--- src/rtl/spi_fe_pkg.sv ---
package spi_fe_pkg;
  typedef enum logic [2:0] {
    MODE_NONE  = 3'd0,
    MODE_REG_RD = 3'd1,
    MODE_REG_WR = 3'd2,
    MODE_FB_RD  = 3'd3,
    MODE_FB_WR  = 3'd4,
    MODE_SR_RD  = 3'd5,
    MODE_SR_WR  = 3'd6
  } acc_mode_t;

  function automatic acc_mode_t decode_cmd(input logic [7:0] b);
    if (b[7]) begin
      return b[6] ? MODE_REG_WR : MODE_REG_RD;
    end
    case ({b[6], b[5]})
      2'b00:   return MODE_SR_RD;
      2'b01:   return MODE_FB_RD;
      2'b10:   return MODE_SR_WR;
      default: return MODE_FB_WR;
    endcase
  endfunction
endpackage

--- src/rtl/spi_fe_sync.sv ---
module spi_fe_sync #(
  parameter int STAGES = 2
) (
  input  logic clk,
  input  logic rst,
  input  logic sclk_in,
  input  logic cs_n_in,
  input  logic mosi_in,
  output logic sclk_rise,
  output logic sclk_fall,
  output logic cs_idle,
  output logic mosi_s
);
  localparam int TOP = STAGES - 1;

  logic [TOP:0] sclk_q, cs_q, mosi_q;
  logic         sclk_last;

  always_ff @(posedge clk) begin
    if (rst) begin
      sclk_q    <= '0;
      cs_q      <= '1;
      mosi_q    <= '0;
      sclk_last <= 1'b0;
    end else begin
      sclk_q    <= {sclk_q[TOP-1:0], sclk_in};
      cs_q      <= {cs_q[TOP-1:0], cs_n_in};
      mosi_q    <= {mosi_q[TOP-1:0], mosi_in};
      sclk_last <= sclk_q[TOP];
    end
  end

  assign sclk_rise = sclk_q[TOP] & ~sclk_last;
  assign sclk_fall = ~sclk_q[TOP] & sclk_last;
  assign cs_idle   = cs_q[TOP];
  assign mosi_s    = mosi_q[TOP];
endmodule

--- src/rtl/spi_fe_regfile.sv ---
module spi_fe_regfile #(
  parameter int AW = 6,
  parameter int DW = 8
) (
  input  logic          clk,
  input  logic [AW-1:0] a_addr,
  input  logic          a_we,
  input  logic [DW-1:0] a_wdata,
  output logic [DW-1:0] a_rdata,
  input  logic [AW-1:0] b_addr,
  input  logic          b_we,
  input  logic [DW-1:0] b_wdata,
  output logic [DW-1:0] b_rdata
);
  localparam int DEPTH = 1 << AW;

  logic [DW-1:0] mem [DEPTH];

  always_ff @(posedge clk) begin
    if (a_we) begin
      mem[a_addr] <= a_wdata;
    end else if (b_we) begin
      mem[b_addr] <= b_wdata;
    end
    a_rdata <= mem[a_addr];
    b_rdata <= mem[b_addr];
  end
endmodule

--- src/rtl/spi_fe_engine.sv ---
module spi_fe_engine
  import spi_fe_pkg::*;
#(
  parameter int DW = 8
) (
  input  logic           clk,
  input  logic           rst,
  input  logic           sclk_rise,
  input  logic           sclk_fall,
  input  logic           cs_idle,
  input  logic           mosi_s,
  output logic [DW-3:0]  ram_addr,
  output logic           ram_we,
  output logic [DW-1:0]  ram_wdata,
  input  logic [DW-1:0]  ram_rdata,
  output logic           miso,
  output logic           miso_oe,
  output acc_mode_t      mode
);
  localparam int CW = $clog2(DW);
  localparam logic [CW-1:0] LAST_BIT = CW'(DW - 1);

  typedef enum logic [1:0] {PH_CMD, PH_DATA, PH_DONE} phase_t;

  phase_t        phase;
  logic [CW-1:0] bit_cnt;
  logic [DW-2:0] shreg;
  logic [DW-1:0] tx;
  logic [1:0]    load_pend;
  logic [DW-1:0] in_byte;

  assign in_byte = {shreg, mosi_s};

  always_ff @(posedge clk) begin
    if (rst || cs_idle) begin
      phase     <= PH_CMD;
      bit_cnt   <= '0;
      shreg     <= '0;
      tx        <= '0;
      load_pend <= '0;
      ram_we    <= 1'b0;
      miso      <= 1'b0;
      mode      <= MODE_NONE;
      if (rst) begin
        ram_addr  <= '0;
        ram_wdata <= '0;
      end
    end else begin
      ram_we    <= 1'b0;
      load_pend <= {load_pend[0], 1'b0};
      if (load_pend[1]) begin
        tx <= ram_rdata;
      end
      if (sclk_rise) begin
        shreg   <= in_byte[DW-2:0];
        bit_cnt <= bit_cnt + 1'b1;
        if (bit_cnt == LAST_BIT) begin
          case (phase)
            PH_CMD: begin
              mode     <= decode_cmd(in_byte);
              ram_addr <= in_byte[DW-3:0];
              phase    <= PH_DATA;
              if (in_byte[DW-1 -: 2] == 2'b10) begin
                load_pend <= {load_pend[0], 1'b1};
              end
            end
            PH_DATA: begin
              phase <= PH_DONE;
              if (mode == MODE_REG_WR) begin
                ram_we    <= 1'b1;
                ram_wdata <= in_byte;
              end
            end
            default: phase <= PH_DONE;
          endcase
        end
      end
      if (sclk_fall) begin
        if (phase == PH_DATA && mode == MODE_REG_RD) begin
          miso <= tx[DW-1];
          tx   <= {tx[DW-2:0], 1'b0};
        end else begin
          miso <= 1'b0;
        end
      end
    end
  end

  always_ff @(posedge clk) begin
    if (rst) begin
      miso_oe <= 1'b0;
    end else begin
      miso_oe <= ~cs_idle;
    end
  end
endmodule

--- src/rtl/spi_reg_frontend.sv ---
module spi_reg_frontend
  import spi_fe_pkg::*;
#(
  parameter int DW          = 8,
  parameter int SYNC_STAGES = 2
) (
  input  logic         clk,
  input  logic         rst,
  input  logic         spi_sclk,
  input  logic         spi_cs_n,
  input  logic         spi_mosi,
  output logic         spi_miso,
  output logic         spi_miso_oe,
  output logic [2:0]   mode_o,
  input  logic [5:0]   core_addr,
  input  logic         core_we,
  input  logic [7:0]   core_wdata,
  output logic [7:0]   core_rdata
);
  localparam int AW = DW - 2;

  logic          sclk_rise, sclk_fall, cs_idle, mosi_s;
  logic [AW-1:0] ram_addr;
  logic          ram_we;
  logic [DW-1:0] ram_wdata, ram_rdata;
  acc_mode_t     mode;

  spi_fe_sync #(.STAGES(SYNC_STAGES)) u_sync (
    .clk       (clk),
    .rst       (rst),
    .sclk_in   (spi_sclk),
    .cs_n_in   (spi_cs_n),
    .mosi_in   (spi_mosi),
    .sclk_rise (sclk_rise),
    .sclk_fall (sclk_fall),
    .cs_idle   (cs_idle),
    .mosi_s    (mosi_s)
  );

  spi_fe_engine #(.DW(DW)) u_eng (
    .clk       (clk),
    .rst       (rst),
    .sclk_rise (sclk_rise),
    .sclk_fall (sclk_fall),
    .cs_idle   (cs_idle),
    .mosi_s    (mosi_s),
    .ram_addr  (ram_addr),
    .ram_we    (ram_we),
    .ram_wdata (ram_wdata),
    .ram_rdata (ram_rdata),
    .miso      (spi_miso),
    .miso_oe   (spi_miso_oe),
    .mode      (mode)
  );

  spi_fe_regfile #(.AW(AW), .DW(DW)) u_rf (
    .clk     (clk),
    .a_addr  (ram_addr),
    .a_we    (ram_we),
    .a_wdata (ram_wdata),
    .a_rdata (ram_rdata),
    .b_addr  (core_addr),
    .b_we    (core_we),
    .b_wdata (core_wdata),
    .b_rdata (core_rdata)
  );

  assign mode_o = mode;
endmodule

--- config.mk ---
export PLATFORM = sky130hd
export DESIGN_NAME = spi_reg_frontend
export DESIGN_NICKNAME = d
export VERILOG_FILES = /design/src/rtl/spi_fe_pkg.sv /design/src/rtl/spi_fe_sync.sv /design/src/rtl/spi_fe_regfile.sv /design/src/rtl/spi_fe_engine.sv /design/src/rtl/spi_reg_frontend.sv
export SDC_FILE = /design/constraint.sdc
export NUM_CORES = 1
export LEC_CHECK = 0
export BUFFER_PORTS_ARGS = -buffer_cell sky130_fd_sc_hd__buf_2
export CORE_ASPECT_RATIO = 1.75
export CORE_UTILIZATION = 35
export DETAILED_ROUTE_END_ITERATION = 8
export SKIP_LAST_GASP = 1
export SLEW_MARGIN = 0
export SYNTH_ARGS = -nofsm -noshare
export SYNTH_HDL_FRONTEND = slang
export SYNTH_SLANG_ARGS = --single-unit
--- constraint.sdc ---
create_clock -name clk -period 3.3 [get_ports clk]
set_input_delay 0.825 -clock clk [delete_from_list [all_inputs] [get_ports clk]]
set_output_delay 0.825 -clock clk [all_outputs]
set_load 0.01 [all_outputs]
==> out/qor.log <==
INFO  synthesis      synth-async-reset-ratio=0
INFO  synthesis      synth.distinct_cells=55
INFO  setup_path     worst_r2r_startpoint=u_eng.ram_addr[0]
INFO  setup_path     worstSetupStartpoint=u_eng.ram_addr[0]
INFO  synthesis      post_synth.cell_area_avg=18.45µm²
INFO  setup_path     critPathMaxStageDelay=0.53ns
INFO  synthesis      post_synth_main_area_contributors=edfxtp_1 (59%), mux4_2 (22%), dfxtp_1 (3.8%)
INFO  pwr            relative_contribution_of_sequential_cells_to_total_power=0.525
INFO  setup_path     path_class=register to register
INFO  setup_path     highest_fanout_seen_on_the_critical_path=29
INFO  placement      dp_wirelength=53,800µm
INFO  sta            number_of_setup_violations_in_the_final_report=0
INFO  grt            grt_antenna_before_repair=2
INFO  synthesis      synth_area_leader_cell=edfxtp_1
INFO  finish         final_net_count=1,611
INFO  synthesis      synth_area=26,600µm²
INFO  finish         area_growth=15.09%
INFO  finish         layout.cells.most_common=edfxtp_1
INFO  synthesis      post_synth_mux_area_share=0.2655
INFO  synthesis      synth_fa_ha_area_frac=0.002352
INFO  setup_path     worstPathCellList=buf_12 -> buf_12 -> buf_4 -> mux4_2 -> mux2i_1 -> a32oi_1 -> o211ai_1 -> nand2_1
INFO  synthesis      synth_top_flop_cell=edfxtp_1
INFO  setup_path     crit_slowest_cell=mux4_2
INFO  setup_path     critical_path.most_common_cell=buf_12
INFO  synthesis      synthSimpleGateAreaFrac=0.04412
INFO  placement      portBuffers=32
INFO  sta            rsz0062_at_grt=no
INFO  sta            timing.final.hold_violations=0
INFO  detailed_routing drt.antenna.violating_nets=0
INFO  sta            drv_slew=0
INFO  detailed_routing dr.first_iter.drc_count=1,292
INFO  grt            gr-total-overflow=0
INFO  pwr            p_comb_frac=0.079
INFO  synthesis      synthesis.instances=1,442
INFO  clocking       reg_clk_slew_reported_paths=0.07ns
INFO  detailed_routing dr.pass1.iters=7
INFO  synthesis      yosys.area.top_type_share=0.5938
INFO  floorplan      placeableCoreArea=75,220µm²
INFO  finish         post-route-cell-area=30,620µm²
INFO  finish         final_layout_size_suffix_gt1_frac=0.3389
INFO  worst_hold_path timing.hold.worst.class=input port to register
INFO  worst_hold_path hold_start=spi_cs_n
INFO  finish         layout.area.seq=16,820µm²
INFO  sta            period_share=0.8180
INFO  floorplan      std_cell_rows=133
INFO  detailed_routing routed-via-count=14,860
INFO  finish         antenna_cells=0
INFO  floorplan      floorplan.die_area=77,150µm²
INFO  sta            finalWorstPathRequiredPeriod=2.699ns
INFO  grt            grt_max_degree=65
INFO  detailed_routing post_drt_via_cell_ratio=5.632
INFO  clocking       ctsLongestPathBuffers=3
INFO  setup_path     critPathLaunchType=register
INFO  setup_path     critPathBufInv=3
INFO  pwr            switchingPower=3.466mW
INFO  synthesis      number_of_nets_produced_by_synthesis=1,467
INFO  setup_path     timing.critical_path.arrival=3.15ns
INFO  detailed_routing detail_route.wirelength=77,210µm
INFO  pwr            p_clk_frac=0.396
INFO  clocking       post_cts_repair_setup_buffers=0
INFO  detailed_routing wl_per_cell=29.27µm
INFO  clocking       hold_buffers=0
INFO  synthesis      synthesis.yosys.warnings=0
INFO  status         status=completed
INFO  sta            fin_setup_tns=0ns
INFO  pwr            powerDensity=503.4nW/µm²
INFO  floorplan      floorplan.io_pins=33
INFO  clocking       cts_resized=0
INFO  placement      dpl-instance-area=28,940µm²
INFO  synthesis      synth_edf_count=526
INFO  grt            grt_pass1_vias=15,540
INFO  synthesis      seq_area_frac_synth=0.6322
INFO  finish         mostFrequentLayoutCells=edfxtp_1 (526), mux4_2 (259), buf_4 (139), nand2_1 (101), mux2i_1 (92)
INFO  pwr            p_leak=9.987nW
INFO  pwr            switching_share=0.2249
INFO  synthesis      number_of_synthesized_register_bits=577
INFO  clocking       clock_latency=0.61ns
INFO  placement      place_congestion=0.9260
INFO  sta            timing_worst_slew_pin_value=0.9930ns
INFO  detailed_routing detail_route.drc_violations=0
INFO  clocking       tritoncts=yes
INFO  finish         nFillCells=6,722
INFO  clocking       cts_inserted_buffers=50
INFO  finish         fin_util=0.4070
INFO  setup_path     crit_family=multiplexers
INFO  synthesis      synth_compound_area_frac=0.03104
INFO  grt            grt_use_total=0.2026
INFO  pwr            cell_internal_pwr=11.95mW
INFO  floorplan      die-width=210.4µm
INFO  synthesis      parity_gate_share_of_the_synthesized_area_counting_xor_and_xnor_cells=0.0003293
INFO  setup_path     timing.critical_path.required=3.75ns
INFO  sta            max_freq=0.3704GHz
INFO  grt            grt_first_pass_wirelength=111,400µm
INFO  finish         multi_input_area=9155µm²
INFO  synthesis      synth_top_family_by_area=multiplexers
INFO  run            max_capacitance_violation_count=0
INFO  floorplan      dieHeight=366.7µm
INFO  clocking       ctsRootBufferMaster=clkbuf_16
INFO  setup_path     endpoint_kind=register
INFO  clocking       clock_sink_count=577
INFO  floorplan      floorplan.initialDensity=0.3536
INFO  sta            final.setup_skew=0.02160ns
INFO  clocking       htree_levels=2
INFO  sta            max_slew_margin=0.3380
INFO  pwr            irDropWorstVdd=384.8µV
[layer usage]
metal	GRT usage	up-vias	part of all wire
li1	-	6277	-
met1	0.2236	7893	0.35
met3	0.02320	150	0.046
met2	0.3744	532	0.54
met4	0.1125	4	0.062
met5	0	-	0.00035
[cells in the mapped netlist (all sizes together), types with 3 or more instances]
library cell,instances
a221oi,6
o22a,3
a22oi,21
mux2i,92
buf,66
a32oi,8
mux2,4
ha,5
o21ai,15
a211oi,14
o22ai,4
mux4,269
o32a,3
clkbuf,35
nor2,91
nor3,5
nand2,109
and2,12
nand3,18
a21oi,14
nor2b,11
o211ai,9
edfxtp,526
nor3b,3
or2,3
o21a,4
a31oi,3
dfxtp,51
nand2b,9
inv,8
[path summary, 6_finish.rpt]
check                           cells past startpoint  slack [ns]         endpoint
worst max-delay path                                8        0.60  u_rf.a_rdata[7]
worst min-delay path                                2        0.41   u_sync.cs_q[0]
worst max register to register                      8        0.60  u_rf.a_rdata[7]
worst min register to register                      1        0.41   u_sync.cs_q[1]
[through the flow]
step	cells	worst slack (ns)	power (mW)	hold WS, ns
2_1_floorplan	1442	0.5627	8.947	0.3895
3_3_place_gp	2546	0.1686	9.463	0.4027
6_report	2638	0.6005	15.41	0.4130
5_1_grt	2638	0.4083	15.83	0.4082
4_1_cts	2638	0.5218	15.54	0.3893
3_5_place_dp	2546	0.1981	9.477	0.4036
[sequential cells by signal, indices dropped and copies added, names as in the netlist, 3 cells and up]
register / count
u_eng.bit_cnt: 3
u_eng.mode: 3
u_eng.ram_addr: 6
u_eng.ram_wdata: 8
u_eng.shreg: 7
u_eng.tx: 8
u_rf.a_rdata: 8
u_rf.b_rdata: 8
u_rf.mem: 512
[power by group through the flow]
stage / sequential [mW] / clock [mW] / combinational, mW
5_1_grt: 8.09 / 6.47 / 1.28
2_1_floorplan: 8.25 / 0 / 0.701
3_3_place_gp: 8.25 / 0 / 1.21
3_5_place_dp: 8.25 / 0 / 1.23
4_1_cts: 8.09 / 6.22 / 1.23
6_report: 8.09 / 6.10 / 1.22
[cell type report]
class                   count  share of cell area
multi-input cells         756              0.2990
flip-flops and latches    577              0.5493
clock buffers              69             0.04614
well taps                1012             0.04136
repair buffers            193             0.05472
inverters                   8           0.0009808
clock inverters            23            0.008501
[logic make-up after synthesis]
logic type	Yosys count
muxes	365
xor gates and xnor gates	1
buffers and inverters	109
adders and majority gates	5
DFF	577
AOI/OAI and AO/OA	115
and+or+nand+nor	270
Power figures use the tool's default switching activity.
